## config.mk

```make
export PLATFORM = sky130hd
export DESIGN_NAME = pm_cap_regs
export DESIGN_NICKNAME = d
export VERILOG_FILES = /design/src/rtl/pmc_pkg.sv /design/src/rtl/pmc_decode.sv /design/src/rtl/pmc_csr.sv /design/src/rtl/pmc_rdmux.sv /design/src/rtl/pm_cap_regs.sv
export SDC_FILE = /design/constraint.sdc
export NUM_CORES = 1
export LEC_CHECK = 0
export BUFFER_PORTS_ARGS = -buffer_cell sky130_fd_sc_hd__buf_4
export CAP_MARGIN = 10
export CORE_AREA = 10 10 48 50
export DETAILED_ROUTE_END_ITERATION = 8
export DIE_AREA = 0 0 58 60
export GPL_TIMING_DRIVEN = 1
export PLACE_DENSITY = 0.74
export REMOVE_ABC_BUFFERS = 1
export SETUP_SLACK_MARGIN = 0.02
export SLEW_MARGIN = 20
export SYNTH_ARGS = -nofsm -noshare
export SYNTH_HDL_FRONTEND = slang
export SYNTH_SLANG_ARGS = --single-unit
```

## constraint.sdc

```tcl
create_clock -name clk -period 1.8 [get_ports clk]
set_clock_uncertainty 0.2 [all_clocks]
set_input_delay 0.09 -clock clk [delete_from_list [all_inputs] [get_ports clk]]
set_output_delay 0.09 -clock clk [all_outputs]
set_load 0.02 [all_outputs]
```

## src/rtl/pmc_pkg.sv

```systemverilog
package pmc_pkg;

   typedef enum logic [1:0] {
      PS_D0    = 2'b00,
      PS_D1    = 2'b01,
      PS_D2    = 2'b10,
      PS_D3HOT = 2'b11
   } pstate_e;

   // bit positions inside the control/status word (decoded by software)
   localparam int STS_BIT = 15;
   localparam int EN_BIT  = 8;
   localparam int PS_LSB  = 0;

   // Only D0 and D3hot exist; the two middle codes land in D0.
   function automatic pstate_e fold_ps(input logic [1:0] code);
      case (code)
         2'b11:   fold_ps = PS_D3HOT;
         default: fold_ps = PS_D0;
      endcase
   endfunction

endpackage

```

## src/rtl/pmc_decode.sv

```systemverilog
module pmc_decode #(
   parameter int                ADDR_W  = 8,
   parameter int                NBYTES  = 2,
   parameter logic [ADDR_W-1:0] CAP_OFS = 8'h46,
   parameter logic [ADDR_W-1:0] CSR_OFS = 8'h48
) (
   input  logic [ADDR_W-1:0] addr_i,
   input  logic              wr_i,
   input  logic              strap_i,
   input  logic [NBYTES-1:0] be_i,
   output logic              cap_sel_o,
   output logic              csr_sel_o,
   output logic [NBYTES-1:0] csr_wbyte_o
);

   assign cap_sel_o = strap_i && (addr_i == CAP_OFS);
   assign csr_sel_o = strap_i && (addr_i == CSR_OFS);

   for (genvar b = 0; b < NBYTES; b++) begin : g_lane
      assign csr_wbyte_o[b] = wr_i && csr_sel_o && be_i[b];
   end

endmodule

```

## src/rtl/pmc_csr.sv

```systemverilog
module pmc_csr
   import pmc_pkg::*;
#(
   parameter int NBYTES    = 2,
   parameter bit SET_WINS  = 1'b1
) (
   input  logic              clk,
   input  logic              rst_n,
   input  logic              strap_i,
   input  logic [NBYTES-1:0] wbyte_i,
   input  logic              clr_bit_i,
   input  logic              en_bit_i,
   input  logic [1:0]        ps_code_i,
   input  logic              wake_i,
   output pstate_e           state_o,
   output logic              en_o,
   output logic              status_o,
   output logic              evt_o
);

   localparam int LO_LANE = PS_LSB / 8;
   localparam int HI_LANE = EN_BIT / 8;

   pstate_e state_q, ps_nxt;
   logic    en_q, status_q, evt_q;
   logic    en_nxt, clr, armed, set;
   logic    sts_nxt, evt_src, evt_nxt;

   always_comb begin
      ps_nxt = wbyte_i[LO_LANE] ? fold_ps(ps_code_i) : state_q;
      en_nxt = wbyte_i[HI_LANE] ? en_bit_i : en_q;
      clr    = wbyte_i[HI_LANE] && clr_bit_i;
      armed  = en_q && (state_q == PS_D3HOT);
      set    = wake_i && armed;
   end

   if (SET_WINS) begin : g_set_first
      assign sts_nxt = set || (status_q && !clr);
      assign evt_src = set || (evt_q && !clr);
   end else begin : g_clr_first
      assign sts_nxt = !clr && (set || status_q);
      assign evt_src = !clr && (set || evt_q);
   end

   // event survives only while the next state keeps it armed
   assign evt_nxt = evt_src && en_nxt && (ps_nxt == PS_D3HOT);

   always_ff @(posedge clk) begin
      if (!rst_n) begin
         state_q  <= PS_D0;
         en_q     <= 1'b0;
         status_q <= strap_i;
         evt_q    <= 1'b0;
      end else if (!strap_i) begin
         state_q  <= PS_D0;
         en_q     <= 1'b0;
         status_q <= 1'b0;
         evt_q    <= 1'b0;
      end else begin
         state_q  <= ps_nxt;
         en_q     <= en_nxt;
         status_q <= sts_nxt;
         evt_q    <= evt_nxt;
      end
   end

   assign state_o  = state_q;
   assign en_o     = en_q;
   assign status_o = status_q;
   assign evt_o    = evt_q;

endmodule

```

## src/rtl/pmc_rdmux.sv

```systemverilog
module pmc_rdmux
   import pmc_pkg::*;
#(
   parameter int         DATA_W   = 16,
   parameter logic [4:0] PME_MASK = 5'b01000
) (
   input  logic              rd_i,
   input  logic              cap_sel_i,
   input  logic              csr_sel_i,
   input  logic              status_i,
   input  logic              en_i,
   input  pstate_e           state_i,
   output logic [DATA_W-1:0] rdata_o
);

   localparam int MASK_LSB = DATA_W - 5;

   logic [DATA_W-1:0] cap_word, csr_word;

   always_comb begin
      cap_word                         = '0;
      cap_word[DATA_W-1:MASK_LSB]      = PME_MASK;
      csr_word                         = '0;
      csr_word[STS_BIT]                = status_i;
      csr_word[EN_BIT]                 = en_i;
      csr_word[PS_LSB+1:PS_LSB]        = state_i;
   end

   always_comb begin
      if (!rd_i)          rdata_o = '0;
      else if (cap_sel_i) rdata_o = cap_word;
      else if (csr_sel_i) rdata_o = csr_word;
      else                rdata_o = '0;
   end

endmodule

```

## src/rtl/pm_cap_regs.sv

```systemverilog
module pm_cap_regs
   import pmc_pkg::*;
#(
   parameter int                ADDR_W   = 8,
   parameter int                DATA_W   = 16,
   parameter logic [ADDR_W-1:0] CAP_OFS  = 8'h46,
   parameter logic [ADDR_W-1:0] CSR_OFS  = 8'h48,
   parameter logic [4:0]        PME_MASK = 5'b01000,
   parameter bit                SET_WINS = 1'b1
) (
   input  logic              clk,
   input  logic              rst_n,
   input  logic              cap_en_strap_i,
   input  logic [ADDR_W-1:0] cfg_addr_i,
   input  logic              cfg_rd_i,
   input  logic              cfg_wr_i,
   input  logic [DATA_W/8-1:0] cfg_be_i,
   input  logic [DATA_W-1:0] cfg_wdata_i,
   output logic [DATA_W-1:0] cfg_rdata_o,
   input  logic              wake_req_i,
   output logic              pme_n_o
);

   localparam int NBYTES = DATA_W / 8;

   if (DATA_W != 16) begin : g_bad_width
      $error("pm_cap_regs: DATA_W must be 16");
   end
   if (CAP_OFS == CSR_OFS) begin : g_bad_ofs
      $error("pm_cap_regs: register offsets must differ");
   end
   if (CAP_OFS[0] || CSR_OFS[0]) begin : g_bad_align
      $error("pm_cap_regs: register offsets must be word aligned");
   end
   if ((PME_MASK & 5'b10111) != 5'b0) begin : g_bad_mask
      $error("pm_cap_regs: wake may only be advertised from D3hot");
   end

   logic              cap_sel, csr_sel;
   logic [NBYTES-1:0] csr_wbyte;
   pstate_e           csr_state;
   logic              csr_en, csr_status, csr_evt;
   logic              unused_wdata;

   assign unused_wdata = ^{cfg_wdata_i[14:9], cfg_wdata_i[7:2]};

   pmc_decode #(
      .ADDR_W (ADDR_W),
      .NBYTES (NBYTES),
      .CAP_OFS(CAP_OFS),
      .CSR_OFS(CSR_OFS)
   ) u_dec (
      .addr_i     (cfg_addr_i),
      .wr_i       (cfg_wr_i),
      .strap_i    (cap_en_strap_i),
      .be_i       (cfg_be_i),
      .cap_sel_o  (cap_sel),
      .csr_sel_o  (csr_sel),
      .csr_wbyte_o(csr_wbyte)
   );

   pmc_csr #(
      .NBYTES  (NBYTES),
      .SET_WINS(SET_WINS)
   ) u_csr (
      .clk      (clk),
      .rst_n    (rst_n),
      .strap_i  (cap_en_strap_i),
      .wbyte_i  (csr_wbyte),
      .clr_bit_i(cfg_wdata_i[STS_BIT]),
      .en_bit_i (cfg_wdata_i[EN_BIT]),
      .ps_code_i(cfg_wdata_i[PS_LSB+1:PS_LSB]),
      .wake_i   (wake_req_i),
      .state_o  (csr_state),
      .en_o     (csr_en),
      .status_o (csr_status),
      .evt_o    (csr_evt)
   );

   pmc_rdmux #(
      .DATA_W  (DATA_W),
      .PME_MASK(PME_MASK)
   ) u_rd (
      .rd_i     (cfg_rd_i),
      .cap_sel_i(cap_sel),
      .csr_sel_i(csr_sel),
      .status_i (csr_status),
      .en_i     (csr_en),
      .state_i  (csr_state),
      .rdata_o  (cfg_rdata_o)
   );

   assign pme_n_o = !(csr_evt && cap_en_strap_i);

endmodule

```

### Word level (Yosys, flattened, before mapping)

Index checks and enable logic that the tools add are counted.

| cells by class | value |
|---|---|
| add/sub/neg operators | 0 |
| $mul | 0 |
| div/mod/pow operators | 0 |
| magnitude comparators | 0 |
| eq/ne operators | 5 |
| shifts and indexed selects | 0 |
| mux-type cells | 8 |
| bitwise logic cells | 0 |
| reductions and logical operators | 18 |

Operators by type and width:

| cell | number |
|---|---|
| 2-to-1 mux 16 bit | 3 |
| equality test 8 x 7 -> 1 bit (second input constant) | 2 |
| logical AND 1 bit | 13 |
| equality test 2 bit (second input constant) | 3 |
| 2-to-1 mux 2 bit | 2 |
| 2-to-1 mux 1 bit | 3 |
| zero test 1 bit | 2 |
| logical OR 1 bit | 2 |
| AND reduction 2 bit | 1 |

| word-level totals | value |
|---|---|
| register bits | 5 |
| bits in latches | 0 |
| bits in writable memories | 0 |
| bits in read-only memories | 0 |
| bits of input ports | 32 |
| output and inout bits | 17 |
| word-level logic and storage cells | 35 |
| memories | 0 |

### Depth between registers and ports, before layout

Gate-level depths: netlist of the first run.

| logic depth | value |
|---|---|
| word-level depth | 10 |
| gate-level depth with buffers | 4 |
| gate-level depth less buffers | 4 |

### Cells and area by module

From an unflattened synthesis of the first run, not the netlist that was laid out.

| second synthesis, totals | value |
|---|---|
| cell total of the unflattened synthesis | 49 |
| area total of the unflattened synthesis | 395.4 µm² |

Modules (own cells, without submodules):

| module | instances | cells each | area each (µm²) | sequential area each (µm²) |
|---|---|---|---|---|
| pmc_csr | 1 | 21 | 198.9 | 100.1 |
| pmc_rdmux | 1 | 17 | 133.9 | 0.0 |
| pmc_decode | 1 | 10 | 58.8 | 0.0 |
| pm_cap_regs | 1 | 1 | 3.8 | 0.0 |

### Worst setup path after synthesis of the first run

Ideal clock, no wire load.

| path | value |
|---|---|
| kind | input -> register |
| start | input cfg_addr_i[7] |
| end | register u_csr.evt_q, in the netlist u_csr.evt_o |
| library setup time | 0.088 ns |
| arrival | 1.094 ns |
| required time | 1.512 ns |
| setup slack | 0.418 ns |
| cell stages on the path | 4 |
| path buffers | 0 |
| cells stage by stage | nor4b_4 -> nand4_2 -> mux2_4 -> nor4_2 |

| between the ends | value |
|---|---|
| cells in the longest elaborated chain, start to end | 10 |
| elaborated cells between the ends (all ways) | 14 |
| those cells by class | 2 x eq/ne; 2 x mux; 10 x reduce/logical |

Ends and longest elaborated chain:

| item | RTL line | RTL |
|---|---|---|
| start: declaration | pm_cap_regs.sv:14 | `input logic [ADDR_W-1:0] cfg_addr_i,` |
| equality test 8 x 7 -> 1 bit * | pmc_decode.sv:17 | `assign csr_sel_o = strap_i && (addr_i == CSR_OFS);` |
| logical AND 1 bit * | pmc_decode.sv:17 |  |
| logical AND 1 bit * | pmc_decode.sv:20 | `assign csr_wbyte_o[b] = wr_i && csr_sel_o && be_i[b];` |
| logical AND 1 bit | pmc_decode.sv:20 |  |
| logical AND 1 bit | pmc_csr.sv:32 | `clr = wbyte_i[HI_LANE] && clr_bit_i;` |
| zero test 1 bit | pmc_csr.sv:39 | `assign evt_src = set \|\| (evt_q && !clr);` |
| logical AND 1 bit | pmc_csr.sv:39 |  |
| logical OR 1 bit | pmc_csr.sv:39 |  |
| logical AND 1 bit | pmc_csr.sv:46 | `assign evt_nxt = evt_src && en_nxt && (ps_nxt == PS_D3HOT);` |
| logical AND 1 bit * | pmc_csr.sv:46 |  |
| end signal: assignment | pmc_csr.sv:63 | `evt_q <= evt_nxt;` |
| end: declaration | pmc_csr.sv:25 | `logic en_q, status_q, evt_q;` |

Every way passes the cells marked *; elsewhere a longest branch is shown, timed or not.
A chain may end at the register's enable or synchronous reset.

### Worst setup path in the final report of the first run

| path | value |
|---|---|
| start | input cfg_addr_i[7] |
| end | register u_csr.status_q, in the netlist u_csr.status_o |

| between the ends | value |
|---|---|
| cells in the longest elaborated chain, start to end | 10 |

Ends and longest elaborated chain:

| item | RTL line | RTL |
|---|---|---|
| equality test 8 x 7 -> 1 bit | pmc_decode.sv:17 |  |
| logical AND 1 bit | pmc_decode.sv:17 |  |
| logical AND 1 bit (2 in series) | pmc_decode.sv:20 |  |
| logical AND 1 bit | pmc_csr.sv:32 |  |
| zero test 1 bit | pmc_csr.sv:38 | `assign sts_nxt = set \|\| (status_q && !clr);` |
| logical AND 1 bit | pmc_csr.sv:38 |  |
| logical OR 1 bit | pmc_csr.sv:38 |  |
| 2-to-1 mux 1 bit | pmc_csr.sv:54 | `end else if (!strap_i) begin` |
| 2-to-1 mux 1 bit | pmc_csr.sv:49 | `if (!rst_n) begin` |
| end signal: assignment | pmc_csr.sv:52 | `status_q <= strap_i;` |
| end signal: assignment | pmc_csr.sv:62 | `status_q <= sts_nxt;` |
| end: declaration | pmc_csr.sv:25 |  |

No other way between the ends.

==> flow_summary.ini, run 1 <==
[sta]
final.min_clock_period_ns = 1.507
setup_viol = 0
rsz0062_at_grt = false
hold_violations = 0
final.setup.worst_slack_ns = 0.2930
drv_slew = 0
fin_crit_sh_pct = 83.72
clock.fmax_mhz = 663.6
setup_tns_ns = 0

[route]
wl_per_cell_um = 12.38
drt_iter0_drc = 3
via_count = 434
antenna_left = 0
drc = 0
drtPass1Iterations = 4
vias_per_cell = 4.340
drt-total-wl_um = 1238

[clock_network]
hold_buffers = 3
cts_tree = yes
cts-root-buf = clkbuf_4
cts.clk_slew.worst_paths_ns = 0.05
cts_resized = 0
post-cts-setup-buffers = 0
numCtsBuffers = 3
clock_latency_ns = 0.24
clkSinkCount = 5
htreeDepth = 1
clock_path_buffers = 2

[die]
num_io_pins = 49
die_x_um = 58
core_um2 = 1436
rows = 14
die_area_um2 = 3480
initial_core_util_pct = 30.49
die_y_um = 60

[layout]
nNetsFinal = 117
area_growth_pct = 50.00
layout_common_cells = buf_4, conb_1, nand2_1, and2_1, dfxtp_1
stdcell_area_um2 = 656.9
post-route-util_pct = 45.73
drive_gt1_share_pct = 39.29
n_fill_cell = 163
diodes = 0
layout_commonest_cell = buf_4

[global_routing]
grt_overflow = 0
antenna_found_initial = 0
grt_pass1_vias = 454
grt_pass1_wl_um = 1987
grt_start_max_net_pins = 5
track_usage_pct = 7.382

[run]
drv_cap = 0

[power_and_ir_drop]
pwr-share-seq_pct = 34.9
power_density_nw_per_um2 = 493.9
p_clk_share_pct = 40.6
max-vdd-ir-drop_uv = 377.7
power.total_mw = 0.3244
internal_power_mw = 0.2358
pwr-share-comb_pct = 24.4
switchingPower_mw = 0.08860
netSwitchingFraction_pct = 27.31
leakage_nw = 0.3191

[place]
placed_area_um2 = 600.6
pre_cts_ws_ns = 0.2148
routabilityCongestion = 0.6894
dp_hpwl_um = 1088
port_buffers = 25

[synthesis]
ys_types = 22
synthTopCellsByArea = dfxtp_1, buf_4, and2_1
netlist_area_um2 = 437.9
synthCells = 53
ys_warn_count = 0
ys_seq_area_share_pct = 22.86
syn_avg_cell_area_um2 = 8.263
yosys.area.top_type_share_pct = 22.86
yosysTopAreaCell = dfxtp_1
ys_ff_latch = 5

[critical_path]
required_ns = 1.73
worstPathMaxFanout = 4
crit_arrival_ns = 1.44
path_class = input port to register
crit_chain = buf_4 -> nor4b_4 -> nand4_1 -> nand2_1 -> a31oi_1 -> dlygate4sd3_1
cpMaxStageDelayCell = dlygate4sd3_1
cp-start-kind = input port
cp-end-kind = register
crit_path_max_incr_delay_ns = 0.55

[worst_hold_path]
hp-class = input port to register

[run_status]
status = finished clean
## cell type report
cell class,instances,area (um2),share of cell area [%]
Clock buffer,4,26.28,4.000
Multi-Input combinational cell,46,289.0,44.00
Inverter,1,3.754,0.5714
Timing Repair Buffer,28,217.7,33.14
Sequential cell,5,100.1,15.24
Tap cell,16,20.02,3.048
## power groups by stage
| stage | registers [mW] | clock network (mW) | logic (mW) |
|---|---|---|---|
| after floorplan | 0.115 | 0 | 0.0342 |
| after global placement | 0.115 | 0 | 0.0711 |
| after detailed placement | 0.115 | 0 | 0.0726 |
| after CTS | 0.113 | 0.137 | 0.0783 |
| after global routing | 0.113 | 0.149 | 0.0877 |
| final | 0.113 | 0.132 | 0.0793 |
## critical path, delay by kind of cell
kind | cells | cell delay (ns)
AOI/OAI and AO/OA | 1 | 0.07
buffers and inverters | 2 | 0.67
and+or+nand+nor | 3 | 0.60
## routing by layer
metal / vias to the layer above / track usage, % / part of all wire (%)
met4: 0 / 1.007 / 0
met2: 24 / 11.81 / 48
met3: 0 / 7.203 / 17
met1: 188 / 6.864 / 35
li1: 222 / - / -
met5: - / 0 / 0
## Yosys cell counts (all sizes together)
master,number
nor4,1
conb,1
nand4b,1
buf,11
and2,6
nor3b,1
nand4,4
or2,1
inv,1
nor2,3
dfxtp,5
a21boi,1
nand2,8
a31oi,1
and2b,1
a21oi,2
nor4b,1
nand4bb,1
mux2i,1
mux2,1
and3,1
## registers in the layout, summed over array words and instances (netlist names)
name,cells
u_csr.state_o,2
u_csr.status_o,1
u_csr.evt_o,1
u_csr.en_o,1
## through the flow
step | hold WS, ns | instances
CTS | 0.001204 | 100
global placement | 0.08791 | 93
global route | 0.01431 | 100
detailed placement | 0.08859 | 93
finish | 0.003410 | 100
floorplan | -0.01250 | 52
## path summary, 6_finish.rpt
check,cells past startpoint,slack (ns),from,end
max,6,0.29,cfg_addr_i[7],u_csr.status_o
min,3,0.003,cap_en_strap_i,u_csr.en_o
max reg2reg,3,0.33,u_csr.state_o[1],u_csr.status_o
min reg2reg,2,0.29,u_csr.state_o[0],u_csr.state_o[0]
## kinds of logic after synthesis
group,Yosys count,share of synthesized area [%]
AOI/OAI and AO/OA,4,5.430
buffers and inverters,12,19.71
DFF,5,22.86
muxes,2,5.713
other,1,0.8563
and+or+nand+nor,29,45.43
No activity file was read; power rests on OpenSTA's default activity.
==> run 2, diff against run 1 <==
--- a/config.mk
+++ b/config.mk
@@ -5,13 +5,14 @@
 export SDC_FILE = /design/constraint.sdc
 export NUM_CORES = 1
 export LEC_CHECK = 0
+export ABC_AREA = 1
 export BUFFER_PORTS_ARGS = -buffer_cell sky130_fd_sc_hd__buf_4
 export CAP_MARGIN = 10
-export CORE_AREA = 10 10 48 50
+export CORE_AREA = 10 10 51 53
 export DETAILED_ROUTE_END_ITERATION = 8
-export DIE_AREA = 0 0 58 60
+export DIE_AREA = 0 0 61 63
 export GPL_TIMING_DRIVEN = 1
-export PLACE_DENSITY = 0.74
+export PLACE_DENSITY = 0.71
 export REMOVE_ABC_BUFFERS = 1
 export SETUP_SLACK_MARGIN = 0.02
 export SLEW_MARGIN = 20
==> constraint.sdc (replaced) <==
create_clock -name clk -period 1.3 [get_ports clk]
set_clock_uncertainty 0.2 [all_clocks]
set_input_delay 0.065 -clock clk [delete_from_list [all_inputs] [get_ports clk]]
set_output_delay 0.065 -clock clk [all_outputs]
set_load 0.02 [all_outputs]
==> flow_summary.ini, run 2 <==
[synthesis]
syn_avg_cell_area_um2 = 6.240
ys_ff_latch = 5
synth_edf_count = 0
ys_types = 17
synthTopCellsByArea = dfxtp_1, buf_4, nand2_1
synth_most_common_cell = nand2_1
yosys.area.top_type_share_pct = 20.57
ys_seq_area_share_pct = 20.57
synth_common_cells = nand2_1, inv_1, buf_4
synth-async-reset-ratio_pct = 0
ys_warn_count = 0
synthFlopType = dfxtp_1
synthCells = 78
yosysTopAreaCell = dfxtp_1
netlist_area_um2 = 486.7

[die]
die_x_um = 61
initial_core_util_pct = 29.47
die_y_um = 63
core_um2 = 1652
rows = 15
die_area_um2 = 3843
num_io_pins = 49

[critical_path]
reg2reg_slack_ns = 0.26
path_class = register to output pin
worstPathMaxFanout = 3
r2r-end = u_csr.status_o
reg2reg_from = u_csr.state_o[1]
required_ns = 1.03
cp-start-kind = register
r2r_cells = 3
crit_arrival_ns = 0.97
cp-end-kind = output pin

[clock_network]
clock_path_buffers = 2
numCtsBuffers = 3
htreeDepth = 1
clkSinkCount = 5
cts.clk_slew.worst_paths_ns = 0.05
clock_latency_ns = 0.25
cts-root-buf = clkbuf_4
cts_tree = yes

[route]
wl_per_cell_um = 13.28
antenna_left = 0
via_count = 597
vias_per_cell = 4.455
drt_iter0_drc = 10
drt-total-wl_um = 1780
drc = 0
drtPass1Iterations = 4

[layout]
area_growth_pct = 79.95
nNetsFinal = 150
layout_common_cells = buf_4, nand2_1, conb_1, inv_1, dlygate4sd3_1
diodes = 0
layout_commonest_cell = buf_4
drive_gt1_share_pct = 44.44
post-route-util_pct = 53.03
n_fill_cell = 152
largest_register_ffs = 2

[global_routing]
grt_pass1_vias = 572
grt_start_max_net_pins = 5
grt_overflow = 0
antenna_found_initial = 0
grt_pass1_wl_um = 2580
track_usage_pct = 8.613

[run]
drv_cap = 0

[sta]
hold_violations = 0
rsz0062_at_grt = true
setup_viol = 0
fin_crit_sh_pct = 95.01
drv_slew = 0
clock.fmax_mhz = 809.6
setup_tns_ns = 0
final.setup.worst_slack_ns = 0.06482
final.min_clock_period_ns = 1.235

[power_and_ir_drop]
leakage_nw = 0.4404
power_density_nw_per_um2 = 565.5
max-vdd-ir-drop_uv = 423.5
power.total_mw = 0.4953

[worst_hold_path]
hold_end = u_csr.status_o
hp-class = input port to register
holdPathStages = 4
min_from = cfg_wdata_i[15]

[place]
pre_cts_ws_ns = -0.02812
routabilityCongestion = 0.7503
dp_hpwl_um = 1361
port_buffers = 25

[run_status]
status = finished clean
[run 2: cell types whose count changed in the layout (fill, tap and decap cells not counted), moves of 2 or more]
cell	before	now
buf_6	0	3
nand3_1	0	5
and2_1	6	3
inv_1	1	10
nor3b_2	1	3
dlygate4sd3_1	3	7
nor2_2	0	2
inv_2	0	3
nor2_1	3	6
nand2_1	8	12
nor2_4	0	2
[run 2: worst max path at each step]
stage,start,endpoint,slack [ns],cells past startpoint
2_1_floorplan,cfg_addr_i[5],cfg_rdata_o[0],0.03,5
3_3_place_gp,cfg_addr_i[7],u_csr.evt_o,-0.03,9
3_5_place_dp,cfg_addr_i[7],u_csr.evt_o,-0.03,9
4_1_cts,u_csr.en_o,cfg_rdata_o[8],0.03,3
5_1_grt,cfg_addr_i[4],cfg_rdata_o[15],0.004,7
6_report,u_csr.state_o[1],cfg_rdata_o[1],0.06,2
[run 2: cells by family after synthesis]
kind of cell    Yosys count  share of synthesized area, %
simple gates             42                         44.73
buf+inv                  24                         26.99
compound gates            6                         6.940
flops                     5                         20.57
other cells               1                        0.7705
[run 2: through the flow]
stage                     hold slack, ns  cells  instance area [um2]
final                           0.007603    134                875.8
after global routing             0.03787    134                875.8
after floorplan                 -0.01409     77                441.7
after global placement            0.1401    121                665.6
after CTS                       0.004569    133                788.3
after detailed placement          0.1413    121                665.6
[run 2: area by class of cell]
cell class	instances	area (um2)	area share, %
well taps	17	21.27	2.429
repair buffers	36	306.5	35.00
flip-flops and latches	5	101.3	11.57
multi-input cells	59	370.4	42.29
clock buffers	3	22.52	2.571
inverters	13	48.80	5.571
clock inverters	1	5.005	0.5714
[run 2: per-layer routing]
layer | GRT usage (%) | wire length [um]
met1 | 8.578 | 602
met5 | 0 | 0
met4 | 2.473 | 8
met2 | 14.67 | 964
met3 | 4.675 | 204
[run 2: power by group]
group | switching (mW) | leakage, nW | internal [mW]
clock | 0.0761 | 0.0177 | 0.112
combinational | 0.0805 | 0.382 | 0.0701
sequential | 0.000925 | 0.0411 | 0.156
[run 2: repair_timing]
| item | CTS | global route |
|---|---|---|
| gates resized for setup | 4 | 20 |
| buffers inserted | 1 | 1 |
| pin swaps | 1 | 9 |
| endpoints found under the hold margin | 5 | 0 |
| gates cloned | 0 | 0 |
| endpoints found under the setup margin | 4 | 7 |
| hold buffers | 7 | 0 |
[run 2: critical path: stages (launching register included)]
cell     delay [ns]
dfxtp_1        0.36
nor3b_2        0.19
buf_4          0.17
